$ cat config.mk
export PLATFORM = sky130hd
export DESIGN_NAME = regwin_bridge
export DESIGN_NICKNAME = d
export VERILOG_FILES = /design/src/rtl/regwin_pkg.sv /design/src/rtl/regwin_host_dec.sv /design/src/rtl/regwin_leg_map.sv /design/src/rtl/regwin_engine.sv /design/src/rtl/regwin_bridge.sv
export SDC_FILE = /design/constraint.sdc
export NUM_CORES = 1
export LEC_CHECK = 0
export ABC_AREA = 1
export BUFFER_PORTS_ARGS = -buffer_cell sky130_fd_sc_hd__buf_4
export CAP_MARGIN = 30
export CORE_MARGIN = 3
export CORE_UTILIZATION = 30
export DETAILED_ROUTE_END_ITERATION = 7
export GPL_TIMING_DRIVEN = 0
export PLACE_DENSITY = 0.54
export SLEW_MARGIN = 20
export SYNTH_ARGS = -nofsm -noshare
export SYNTH_HDL_FRONTEND = slang
export SYNTH_SLANG_ARGS = --single-unit
$ cat constraint.sdc
create_clock -name clk -period 2 [get_ports clk]
set_input_delay 0.5 -clock clk [delete_from_list [all_inputs] [get_ports clk]]
set_output_delay 0.5 -clock clk [all_outputs]
set_load 0.03 [all_outputs]
$ cat src/rtl/regwin_pkg.sv
package regwin_pkg;
    localparam int HOST_W     = 32;
    localparam int DATA_W     = 16;
    localparam int ADDR_W     = 16;
    localparam int FLAG_BIT   = HOST_W - 1;
    localparam int ADDR_LSB   = 16;
    localparam int LEG_REG_W  = 5;
    localparam logic [ADDR_W-1:0]    LEG_BASE = 16'hA400;
    localparam logic [LEG_REG_W-1:0] LEG_PAGE = 5'h1F;

    typedef struct packed {
        logic              we;
        logic [ADDR_W-1:0] addr;
        logic [DATA_W-1:0] wdata;
    } xact_t;

    typedef enum logic {ST_IDLE, ST_BUSY} eng_state_e;

    function automatic logic [ADDR_W-1:0] leg_to_addr(input logic [LEG_REG_W-1:0] n);
        return LEG_BASE + {{(ADDR_W-LEG_REG_W-1){1'b0}}, n, 1'b0};
    endfunction

    function automatic logic [HOST_W-1:0] pack_status(input logic flag,
                                                      input logic [ADDR_W-1:0] addr,
                                                      input logic [DATA_W-1:0] data);
        return {flag, addr[ADDR_W-1:1], data};
    endfunction
endpackage

$ cat src/rtl/regwin_host_dec.sv
module regwin_host_dec
    import regwin_pkg::*;
(
    input  logic [HOST_W-1:0] word,
    output xact_t             xact,
    output logic              legal
);
    always_comb begin
        xact.we    = word[FLAG_BIT];
        xact.addr  = {word[FLAG_BIT-1:ADDR_LSB], 1'b0};
        xact.wdata = word[FLAG_BIT] ? word[DATA_W-1:0] : '0;
        // address bit 0 lives in word[15]; only a read gives it that meaning
        legal      = word[FLAG_BIT] | ~word[ADDR_LSB-1];
    end
endmodule

$ cat src/rtl/regwin_leg_map.sv
module regwin_leg_map
    import regwin_pkg::*;
(
    input  logic                 leg_write,
    input  logic [LEG_REG_W-1:0] leg_reg,
    input  logic [DATA_W-1:0]    leg_wdata,
    output xact_t                xact,
    output logic                 drop
);
    always_comb begin
        xact.we    = leg_write;
        xact.addr  = leg_to_addr(leg_reg);
        xact.wdata = leg_write ? leg_wdata : '0;
        drop       = leg_write && (leg_reg == LEG_PAGE);
    end
endmodule

$ cat src/rtl/regwin_engine.sv
module regwin_engine
    import regwin_pkg::*;
#(
    parameter int LAT_W = 4
) (
    input  logic               clk,
    input  logic               rst,
    input  logic [LAT_W-1:0]   cfg_lat,
    input  logic               h_valid,
    input  xact_t              h_x,
    input  logic               h_legal,
    input  logic               m_valid,
    input  xact_t              m_x,
    input  logic               m_drop,
    input  logic [DATA_W-1:0]  int_rdata,
    output logic               busy,
    output xact_t              cur,
    output logic [HOST_W-1:0]  status,
    output logic               addr_err,
    output logic               ovr
);
    localparam logic [LAT_W-1:0] LAT_ONE = LAT_W'(1);

    eng_state_e       state;
    logic [LAT_W-1:0] cnt;
    logic [LAT_W-1:0] eff_lat;
    logic             idle, h_take, h_bad, m_take, take, ovr_set, last;
    xact_t            pick;

    always_comb begin
        idle    = (state == ST_IDLE);
        h_take  = h_valid && idle && h_legal;
        h_bad   = h_valid && idle && !h_legal;
        m_take  = m_valid && !m_drop && idle && !h_valid;
        take    = h_take || m_take;
        pick    = h_take ? h_x : m_x;
        ovr_set = (h_valid && !idle) || (m_valid && !m_drop && (!idle || h_valid));
        eff_lat = (cfg_lat == '0) ? LAT_ONE : cfg_lat;
        last    = (state == ST_BUSY) && (cnt == LAT_ONE);
    end

    always_ff @(posedge clk) begin
        if (rst) begin
            state    <= ST_IDLE;
            cnt      <= '0;
            cur      <= '0;
            status   <= '0;
            addr_err <= 1'b0;
            ovr      <= 1'b0;
        end else begin
            addr_err <= h_bad;
            if (ovr_set) ovr <= 1'b1;
            case (state)
                ST_IDLE: if (take) begin
                    state  <= ST_BUSY;
                    cur    <= pick;
                    cnt    <= eff_lat;
                    status <= pack_status(pick.we, pick.addr, pick.wdata);
                end
                ST_BUSY: if (last) begin
                    state <= ST_IDLE;
                    if (cur.we) status <= pack_status(1'b0, cur.addr, cur.wdata);
                    else        status <= pack_status(1'b1, cur.addr, int_rdata);
                end else begin
                    cnt <= cnt - LAT_ONE;
                end
                default: state <= ST_IDLE;
            endcase
        end
    end

    assign busy = (state == ST_BUSY);


    wr_busy_flag_chk: assert property (@(posedge clk) disable iff (rst)
        busy && cur.we |-> status[FLAG_BIT]);

    rd_busy_flag_chk: assert property (@(posedge clk) disable iff (rst)
        busy && !cur.we |-> !status[FLAG_BIT]);

    wr_done_flag_chk: assert property (@(posedge clk) disable iff (rst)
        $fell(busy) && cur.we |-> !status[FLAG_BIT]);

    rd_done_data_chk: assert property (@(posedge clk) disable iff (rst)
        $fell(busy) && !cur.we |-> status[FLAG_BIT] && status[DATA_W-1:0] == $past(int_rdata));

    cur_stable_chk: assert property (@(posedge clk) disable iff (rst)
        busy && $past(busy) |-> $stable(cur));

    cnt_live_chk: assert property (@(posedge clk) disable iff (rst)
        busy |-> cnt != '0);

    ovr_busy_chk: assert property (@(posedge clk) disable iff (rst)
        (h_valid && busy) |=> ovr);

    err_no_access_chk: assert property (@(posedge clk) disable iff (rst)
        addr_err |-> !busy);
endmodule

$ cat src/rtl/regwin_bridge.sv
module regwin_bridge
    import regwin_pkg::*;
#(
    parameter int LAT_W = 4
) (
    input  logic                 clk,
    input  logic                 rst,
    input  logic [LAT_W-1:0]     cfg_latency,
    input  logic                 host_valid,
    input  logic [HOST_W-1:0]    host_word,
    output logic [HOST_W-1:0]    host_status,
    input  logic                 leg_valid,
    input  logic                 leg_write,
    input  logic [LEG_REG_W-1:0] leg_reg,
    input  logic [DATA_W-1:0]    leg_wdata,
    output logic                 int_req,
    output logic                 int_we,
    output logic [ADDR_W-1:0]    int_addr,
    output logic [DATA_W-1:0]    int_wdata,
    input  logic [DATA_W-1:0]    int_rdata,
    output logic                 addr_err,
    output logic                 overrun
);
    xact_t h_x, m_x, cur;
    logic  h_legal, m_drop, busy;

    regwin_host_dec u_hdec (.word(host_word), .xact(h_x), .legal(h_legal));

    regwin_leg_map u_lmap (
        .leg_write(leg_write), .leg_reg(leg_reg), .leg_wdata(leg_wdata),
        .xact(m_x), .drop(m_drop)
    );

    regwin_engine #(.LAT_W(LAT_W)) u_eng (
        .clk(clk), .rst(rst), .cfg_lat(cfg_latency),
        .h_valid(host_valid), .h_x(h_x), .h_legal(h_legal),
        .m_valid(leg_valid), .m_x(m_x), .m_drop(m_drop),
        .int_rdata(int_rdata), .busy(busy), .cur(cur),
        .status(host_status), .addr_err(addr_err), .ovr(overrun)
    );

    assign int_req   = busy;
    assign int_we    = cur.we;
    assign int_addr  = cur.addr;
    assign int_wdata = cur.wdata;


    page_drop_chk: assert property (@(posedge clk) disable iff (rst)
        leg_valid && leg_write && leg_reg == LEG_PAGE && !host_valid && !int_req
        |=> !int_req && $stable(host_status));

    dual_cmd_ovr_chk: assert property (@(posedge clk) disable iff (rst)
        host_valid && leg_valid && !(leg_write && leg_reg == LEG_PAGE) |=> overrun);

    even_addr_chk: assert property (@(posedge clk) disable iff (rst)
        $rose(int_req) |-> !int_addr[0]);
endmodule

# == Word-level counts from Yosys, hierarchy flattened ==
# Index checks and enable logic that the tools add are counted.
# classes
n_addsub,2
multipliers,0
n_div,0
order_cmp,0
eq_ne,5
n_shift,0
muxes,14
n_bitwise,3
n_reduce_logical,20
# ops
cell,n
$mux W32,3
$pmux W32 S2,1
$mux W33,1
$mux W16,2
$add A16 B6 Y16 const A,1
$mux W4,3
$logic_and A1 B1 Y1,10
$pmux W4 S2,1
$ne A2 B2 Y1 const B,3
$reduce_and A2 Y1,3
$eq A5 B5 Y1 const B,1
$eq A4 B1 Y1 const B,1
$logic_not A4 Y1,1
$sub A4 B1 Y4 const B,1
$logic_not A1 Y1,3
$logic_or A1 B1 Y1,3
$mux W1,2
$not A1 Y1,2
$pmux W1 S2,1
$or A1 B1 Y1,1
# totals
register_bits,72
latchBits,0
mem_bits_rw,0
mem_bits_ro,0
out_inout_bits,68
n_memories,0

# == Depth between registers and ports, before layout ==
# Gate-level depths: netlist (run 1).
# logic_depth
word_depth,9
depth_mapped,12
ltp_nobuf,10

# == Cells and area by module ==
# Synthesis (run 1) repeated with hierarchy kept, for this count alone.
# unflattened
cells_unflattened,646
hier_area_um2,4102.7
# modules_own_cells
mod,instances,cells_each,area_each_um2,seq_area_each_um2
regwin_engine,1,532,3502.1,1441.4
regwin_leg_map,1,60,312.8,0.0
regwin_host_dec,1,54,287.8,0.0

# == Worst setup path after synthesis (run 1) ==
# No wires, ideal clock.
# synth_timing
path_kind,input-to-reg
startpoint,input leg_write
endpoint,register u_eng.cur[13] (netlist name)
arrival_time_ps,1468
setup_slack_ps,416
stages,11
cell_sequence,buf_4 nand2_1 inv_2 nand2_1 nand3_4 nand2_4 inv_2 buf_6 buf_6 nor2_1 nor2_1
# synth_between
elab_chain_len,7
word_cells_on_any_way,9
cone_classes,mux (2); reduce/logical (7)
# synth_rtl
item,line_no,rtl
"start, declared",regwin_bridge.sv:13,"input logic leg_write,"
$logic_and A1 B1 Y1,regwin_leg_map.sv:14,drop = leg_write && (leg_reg == LEG_PAGE);
$logic_not A1 Y1,regwin_engine.sv:34,m_take = m_valid && !m_drop && idle && !h_valid;
$logic_and A1 B1 Y1 (3 in a row),regwin_engine.sv:34,
$logic_or A1 B1 Y1,regwin_engine.sv:35,take = h_take || m_take;
$reduce_and A2 Y1 (no line),n/a,
# Several ways; a longest one is shown, not always the timed one.
# A chain may end at the register's enable or synchronous reset.

# == Final worst setup path (run 1) ==
# layout_timing
startpoint,"register u_eng.state, in the netlist u_eng.busy"
endpoint,register u_eng.status[16]
# layout_between
elab_chain_len,6
word_cells_on_any_way,13
cone_classes,eq/ne (2); mux (3); bitwise (1); reduce/logical (7)
# layout_rtl
item,line_no,rtl
"start, declared",regwin_engine.sv:24,eng_state_e state;
"start signal, assigned",regwin_engine.sv:44,state <= ST_IDLE;
"start signal, assigned",regwin_engine.sv:55,state <= ST_BUSY;
"start signal, assigned",regwin_engine.sv:61,state <= ST_IDLE;
$not A1 Y1 (no line),n/a,
$logic_and A1 B1 Y1 (on tied branches) (2 in a row),"regwin_engine.sv:32, regwin_engine.sv:34",
$mux W33 or $logic_or A1 B1 Y1 (tied branches),"regwin_engine.sv:36, regwin_engine.sv:35",
$mux W32 or $ne A2 B2 Y1 (tied branches),n/a,
$pmux W32 S2 or $reduce_and A2 Y1 (tied branches),n/a,
"end signal, assigned",regwin_engine.sv:58,"status <= pack_status(pick.we, pick.addr, pick.wdata);"
"end signal, assigned",regwin_engine.sv:62,"if (cur.we) status <= pack_status(1'b0, cur.addr, cur.wdata);"
"end signal, assigned",regwin_engine.sv:63,"else status <= pack_status(1'b1, cur.addr, int_rdata);"
"end, declared",regwin_engine.sv:18,"output logic [HOST_W-1:0] status,"
# Several ways; a longest one is shown, not always the timed one. The select of a mux whose other input is x is not followed.

==> key figures, run 1 <==
Floorplan
  – Starting Density: 0.3081
  – Row cnt: 41
  – Die Area: 14,470 µm²
  – Core Footprint: between 10,000 and 15,000 µm²
  – Die width: approximately 120 µm
  – Ports: 146
  – Die Span Y: 120.3 µm

Timing
  – Setup TNS: 0 ps
  – Achievable clock frequency: 564.5 MHz
  – Final hold violations: 0
  – Max-slew violations: 0
  – Slew HR: 0.5846
  – Slew @ Worst Pin: 623.0 ps
  – Max Clock Skew: just under 4 ps
  – Setup Viol. Count Final: 0
  – Unrepaired setup endpoints after global routing: false
  – Period utilization: 0.8858
  – Final min period: 1772 ps

Hold path
  – Type of the most critical hold path: in2reg

Place
  – Dpl hpwl: 10.93 mm
  – Placer Congestion: approximately 0.86
  – Placed inst area: 5194 µm²
  – PortBufs: 141

Synthesis
  – Syn Inst Count: 636
  – Syn avg cell area: 6.164 µm²
  – Yosys top cell area share: 0.3626
  – Count of different cell masters after synthesis: 31
  – #FFs+latches synth: 71
  – Main flop type after synthesis: dfxtp_1
  – Mapped cell area: between 3000 and 4000 µm²
  – Synth top cells by count: nand2_1 (182), nor2_1 (127), dfxtp_1 (71), inv_1 (54), o21ai_0 (40)
  – Register area share after synthesis: 0.3626
  – Ys Warns: 0
  – Post-synthesis async set-or-reset flop share: 0
  – Ranking of synthesized cells by area: dfxtp_1 (36%), nand2_1 (17%), nor2_1 (12%)
  – Syn Nets: roughly 720
  – Yosys top cell by area: dfxtp_1
  – EDFF count, synth: 0
  – Count leader, synth: nand2_1

CTS
  – Htree depth: 3
  – CTS Root Cell: clkbuf_16
  – Clock sink count: 71
  – PostCTS Resize Cnt: 0
  – CTS Buf Count: 9
  – CTS tree: done
  – CTS max path bufs: 2
  – Worst-path clk slew: 60 ps
  – Cts hold-fix bufs: 0
  – Clock Latency Late Sink: 330 ps
  – Post-CTS Setup Repair Bufs: 0

Drt
  – Initial DRC Count: roughly 220
  – Via density: 4.577
  – Drc violations: 0
  – Average wire per standard cell: 14.47 µm
  – Routed via count: 4,417
  – First-pass DRT Iterations: 5
  – Antenna Nets Post-Route: 0
  – Final wirelength: 13.96 mm

Setup path
  – Startpoint types: flip-flop
  – Required time worst endpoint: 2230 ps
  – Worst EP arrival: 2000 ps
  – CP Capture Type: flip-flop
  – Peak fanout along the critical path: 10
  – WS Path Type: reg2reg

Layout
  – Final Util: 0.4344
  – Fill count: 1,423
  – Share of cells above drive strength 1: 0.2509
  – Layout area overhead: 40.98%
  – Final instance area: 5527 µm²
  – Nets: 868
  – Antenna cells: 0

Power and ir drop
  – Cell Pwr Density: 911.9 nW/µm²
  – Maximum vdd drop: 392.0 µV
  – P_leak: 2.904 nW

GRT
  – Maximum number of pins on one net before global-route repair: 13
  – Vias in the first global route: between 4,000 and 5,000
  – Antenna violations before repair: 0
  – GRT Util Overall: 0.1918
  – First-pass GRT wire length: ~22 mm
  – GRT overflow: 0

Job
  – Max Cap Viol: 0

Run status
  – Outcome: finished, final reports clean
## worst max-delay path, stage by stage, from the launching register on
cell and delay, ps:
dfxtp_1 320, buf_2 250, nand4_1 370, nand3_2 250, buf_2 240, nand2_1 120, inv_1 70, nor2_1 40
## where the power goes
part,switching [mW],internal [mW]
clock,0.627,1.16
combinational,0.995,0.572
sequential,0.110,1.58
## kinds of logic after synthesis
logic type	synth area share
buf+inv	0.1184
other cells	0.0009566
flops	0.3626
simple gates	0.4165
compound gates	0.09001
fa+ha+maj	0.006383
mux	0.005107
## final timing paths
kind	cells past startpoint	slack [ps]	start	to
hold / removal	3	460	host_word[21]	u_eng.cur[22]$_SDFFE_PP0P_
setup / recovery	7	230	u_eng.busy$_SDFF_PP0_	u_eng.status[16]$_SDFFE_PP0P_
setup reg to reg	7	230	u_eng.busy$_SDFF_PP0_	u_eng.status[16]$_SDFFE_PP0P_
hold reg to reg	2	480	u_eng.cur[22]$_SDFFE_PP0P_	u_eng.cur[22]$_SDFFE_PP0P_
## final cells by class
cell class              instances  area [µm²]  share of cell area
well taps                     172       215.2             0.03894
repair buffers                141        1059              0.1915
flip-flops and latches         71        1421              0.2572
clock inverters                 5       80.08             0.01449
inverters                      66       247.7             0.04483
clock buffers                  11       252.7             0.04573
plain buffers                  42       216.5             0.03917
multi-input cells             457        2034              0.3681
## stage by stage
| step | setup WS (ps) | power, mW | std cells | hold slack, ps |
|---|---|---|---|---|
| 2_1_floorplan | 416.5 | 2.679 | 636 | 455.0 |
| 3_3_place_gp | 106.3 | 3.273 | 949 | 467.3 |
| 3_5_place_dp | 66.99 | 3.289 | 949 | 474.7 |
| 4_1_cts | 258.1 | 5.076 | 965 | 442.9 |
| 5_1_grt | 122.2 | 5.311 | 965 | 468.5 |
| 6_report | 228.5 | 5.040 | 965 | 460.9 |
## state kept, by name (all words and copies together) (netlist names)
signal / count
u_eng.ovr: 1
u_eng.busy: 1
u_eng.status: 32
u_eng.cur: 32
u_eng.cnt: 4
u_eng.addr_err: 1
## cells in the final DEF (no fill, tap or decap), types with 2 or more instances in the layout
| cell | netlist | routed |
|---|---|---|
| clkinv_1 | 2 | 2 |
| nand3_2 | 2 | 2 |
| a21oi_1 | 21 | 21 |
| clkbuf_16 | 0 | 9 |
| nand3_1 | 33 | 33 |
| buf_6 | 3 | 3 |
| inv_1 | 54 | 54 |
| ha_1 | 2 | 2 |
| nand4_1 | 25 | 25 |
| bufinv_16 | 0 | 2 |
| nor2_1 | 127 | 127 |
| buf_4 | 5 | 146 |
| nor2_4 | 2 | 2 |
| mux2i_1 | 2 | 2 |
| inv_2 | 10 | 10 |
| nand3b_1 | 6 | 6 |
| o21ai_1 | 2 | 2 |
| clkinvlp_4 | 0 | 2 |
| nand2_4 | 2 | 2 |
| clkbuf_8 | 0 | 2 |
| o21ai_0 | 40 | 40 |
| dfxtp_1 | 71 | 71 |
| o21bai_1 | 3 | 3 |
| clkbuf_1 | 15 | 15 |
| buf_2 | 14 | 14 |
| buf_1 | 5 | 5 |
| nand2_1 | 182 | 182 |
## layer usage
metal | part of all wire | GRT usage | vias up | wire (µm)
met1 | 0.48 | 0.2700 | 2019 | 6727
met4 | 0.0086 | 0.04462 | 0 | 120
li1 | - | - | 2282 | -
met3 | 0.044 | 0.03087 | 10 | 621
met2 | 0.47 | 0.3094 | 106 | 6493
met5 | 0 | 0 | - | 0
(Power assumes the default switching activity.)
==> run 2: changes to the inputs <==
--- a/config.mk
+++ b/config.mk
@@ -9,10 +9,10 @@
 export BUFFER_PORTS_ARGS = -buffer_cell sky130_fd_sc_hd__buf_4
 export CAP_MARGIN = 30
 export CORE_MARGIN = 3
-export CORE_UTILIZATION = 30
+export CORE_UTILIZATION = 50
 export DETAILED_ROUTE_END_ITERATION = 7
 export GPL_TIMING_DRIVEN = 0
-export PLACE_DENSITY = 0.54
+export PLACE_DENSITY = 0.82
 export SLEW_MARGIN = 20
 export SYNTH_ARGS = -nofsm -noshare
 export SYNTH_HDL_FRONTEND = slang
==> run 2 against run 1 <==
Effect of this change: via count grew 5.2%; worst setup slack better by 50 ps; sequential power is essentially flat.
==> key figures, run 2 (same netlist as run 1, synthesis figures left out) <==
Run status
  – Outcome: finished, final reports clean

Timing
  – Final min period: around 1700 ps
  – Max-slew violations: 0
  – Achievable clock frequency: a little under 600 MHz
  – Period utilization: 0.8605
  – Final hold violations: 0
  – Hold Slack: 443.4 ps
  – Setup TNS: 0 ps
  – Slew @ Worst Pin: around 620 ps
  – Slew HR: 0.5861
  – Setup Viol. Count Final: 0
  – Max Clock Skew: 13.27 ps
  – Unrepaired setup endpoints after global routing: false

GRT
  – Vias in the first global route: between 4,000 and 5,000
  – GRT Util Overall: 0.2850
  – First-pass GRT wire length: 20.20 mm
  – Antenna violations before repair: 0
  – Maximum number of pins on one net before global-route repair: 14
  – GRT overflow: 0

Job
  – Max Cap Viol: 0

Setup path
  – Crit path from: u_eng.busy$_SDFF_PP0_
  – Reg2Reg Launch Point: u_eng.busy$_SDFF_PP0_
  – Startpoint types: flip-flop
  – CP cell instances: buf_2 -> inv_2 -> clkbuf_1 -> nor2_1 -> o21ai_0 -> nand2_1 -> nor2_1 -> nor2_1
  – WS Path Type: reg2reg
  – Worst EP arrival: 1970 ps
  – Crit-path slowest cell: clkbuf_1
  – Cell mode on critical path: nor2_1
  – Critical Path Max Stage Delay: 460 ps
  – Required time worst endpoint: 2250 ps
  – Peak fanout along the critical path: 10
  – FF-to-FF setup slack: roughly 280 ps
  – CP Capture Type: flip-flop

Hold path
  – Min-delay src: host_word[29]
  – Type of the most critical hold path: in2reg

Layout
  – Finished Layout Cells: between 800 and 900
  – Nets: 868
  – Share of cells above drive strength 1: 0.2497
  – Most common cell after layout, fill and taps aside: nand2_1
  – Most frequent cells in the layout: nand2_1 (182), buf_4 (146), nor2_1 (127)
  – Layout area overhead: 35.21%
  – Largest regs: u_eng.cur: 32 flops, u_eng.status: 32 flops, u_eng.cnt: 4 flops
  – Antenna cells: 0

Floorplan
  – Ports: 146
  – Row cnt: 31
  – Die Area: just under 9000 µm²
  – Core Footprint: 7447 µm²
  – Die width: 94.55 µm
  – Die Span Y: roughly 95 µm
  – Starting Density: 0.5264

Place
  – PortBufs: about 140
  – Dpl hpwl: 9.796 mm
  – Placer Congestion: 0.9371
  – Placed Instances: 876

Drt
  – Drc violations: 0
  – First-pass DRT Iterations: 6
  – Initial DRC Count: 414
  – Via density: 5.207
  – Routed via count: 4,645
  – Average wire per standard cell: 14.27 µm
  – Antenna Nets Post-Route: 0
  – Final wirelength: between 10 and 15 mm

Power and ir drop
  – Maximum vdd drop: 444.3 µV
  – P_leak: between 2 and 3 nW
  – Cell Pwr Density: approximately 830 nW/µm²

CTS
  – Clock sink count: 71
  – CTS tree: done
  – Worst-path clk slew: 90 ps
  – PostCTS Resize Cnt: 0
  – CTS max path bufs: 2
  – Htree depth: 3
  – Clock Latency Late Sink: 350 ps
  – Post-CTS Setup Repair Bufs: 0
  – CTS Buf Count: 9
  – Cts hold-fix bufs: 0
  – CTS Root Cell: clkbuf_8
## run 2: path summary, 6_finish.rpt
path | end | cells after the start
setup / recovery | u_eng.status[15]$_SDFFE_PP0P_ | 8
hold / removal | u_eng.cur[30]$_SDFFE_PP0P_ | 3
hold reg to reg | u_eng.cur[28]$_SDFFE_PP0P_ | 2
setup reg to reg | u_eng.status[15]$_SDFFE_PP0P_ | 8
## run 2: metrics by stage
step                      area (µm²)  total power, mW  setup WS (ps)  utilization
after global routing            5300            4.627          167.2       0.7117
after CTS                       5300            4.392          332.0       0.7117
after global placement          5102            3.216          152.7       0.6851
after floorplan                 3920            2.679          416.5            -
after detailed placement        5102            3.255          173.0       0.6851
final                           5300            4.401          278.9       0.7117
## run 2: critical path: cells and delay by family (launching register included)
kind | cells | cell delay (ps)
flip-flops | 1 | 310
buffers and inverters | 3 | 800
AO/OA/AOI/OAI | 1 | 90
AND/OR/NAND/NOR | 4 | 420
## run 2: area by class of cell
type | count | area, µm²
clock buffer | 10 | 127.6
fill | 679 | 2147
tap | 99 | 123.9
buffer | 42 | 216.5
inverter | 66 | 247.7
clock inverter | 6 | 70.07
multi-input combinational | 457 | 2034
sequential | 71 | 1421
timing repair buffer | 141 | 1059
## run 2: where the power goes
| part | internal [mW] | switching (mW) | total, mW | leakage (nW) |
|---|---|---|---|---|
| Combinational | 0.573 | 0.997 | 1.57 | 2.16 |
| Clock | 0.583 | 0.573 | 1.16 | 0.0891 |
| Sequential | 1.57 | 0.101 | 1.68 | 0.587 |
| Total | 2.73 | 1.67 | 4.40 | 2.84 |
## run 2: metal layers
metal / GRT usage / vias to the layer above / wire length, µm
li1: - / 2288 / -
met1: 0.3658 / 2088 / 5112
met2: 0.4781 / 237 / 6165
met3: 0.05179 / 32 / 1134
met4: 0.1046 / 0 / 320
met5: 0 / - / 0
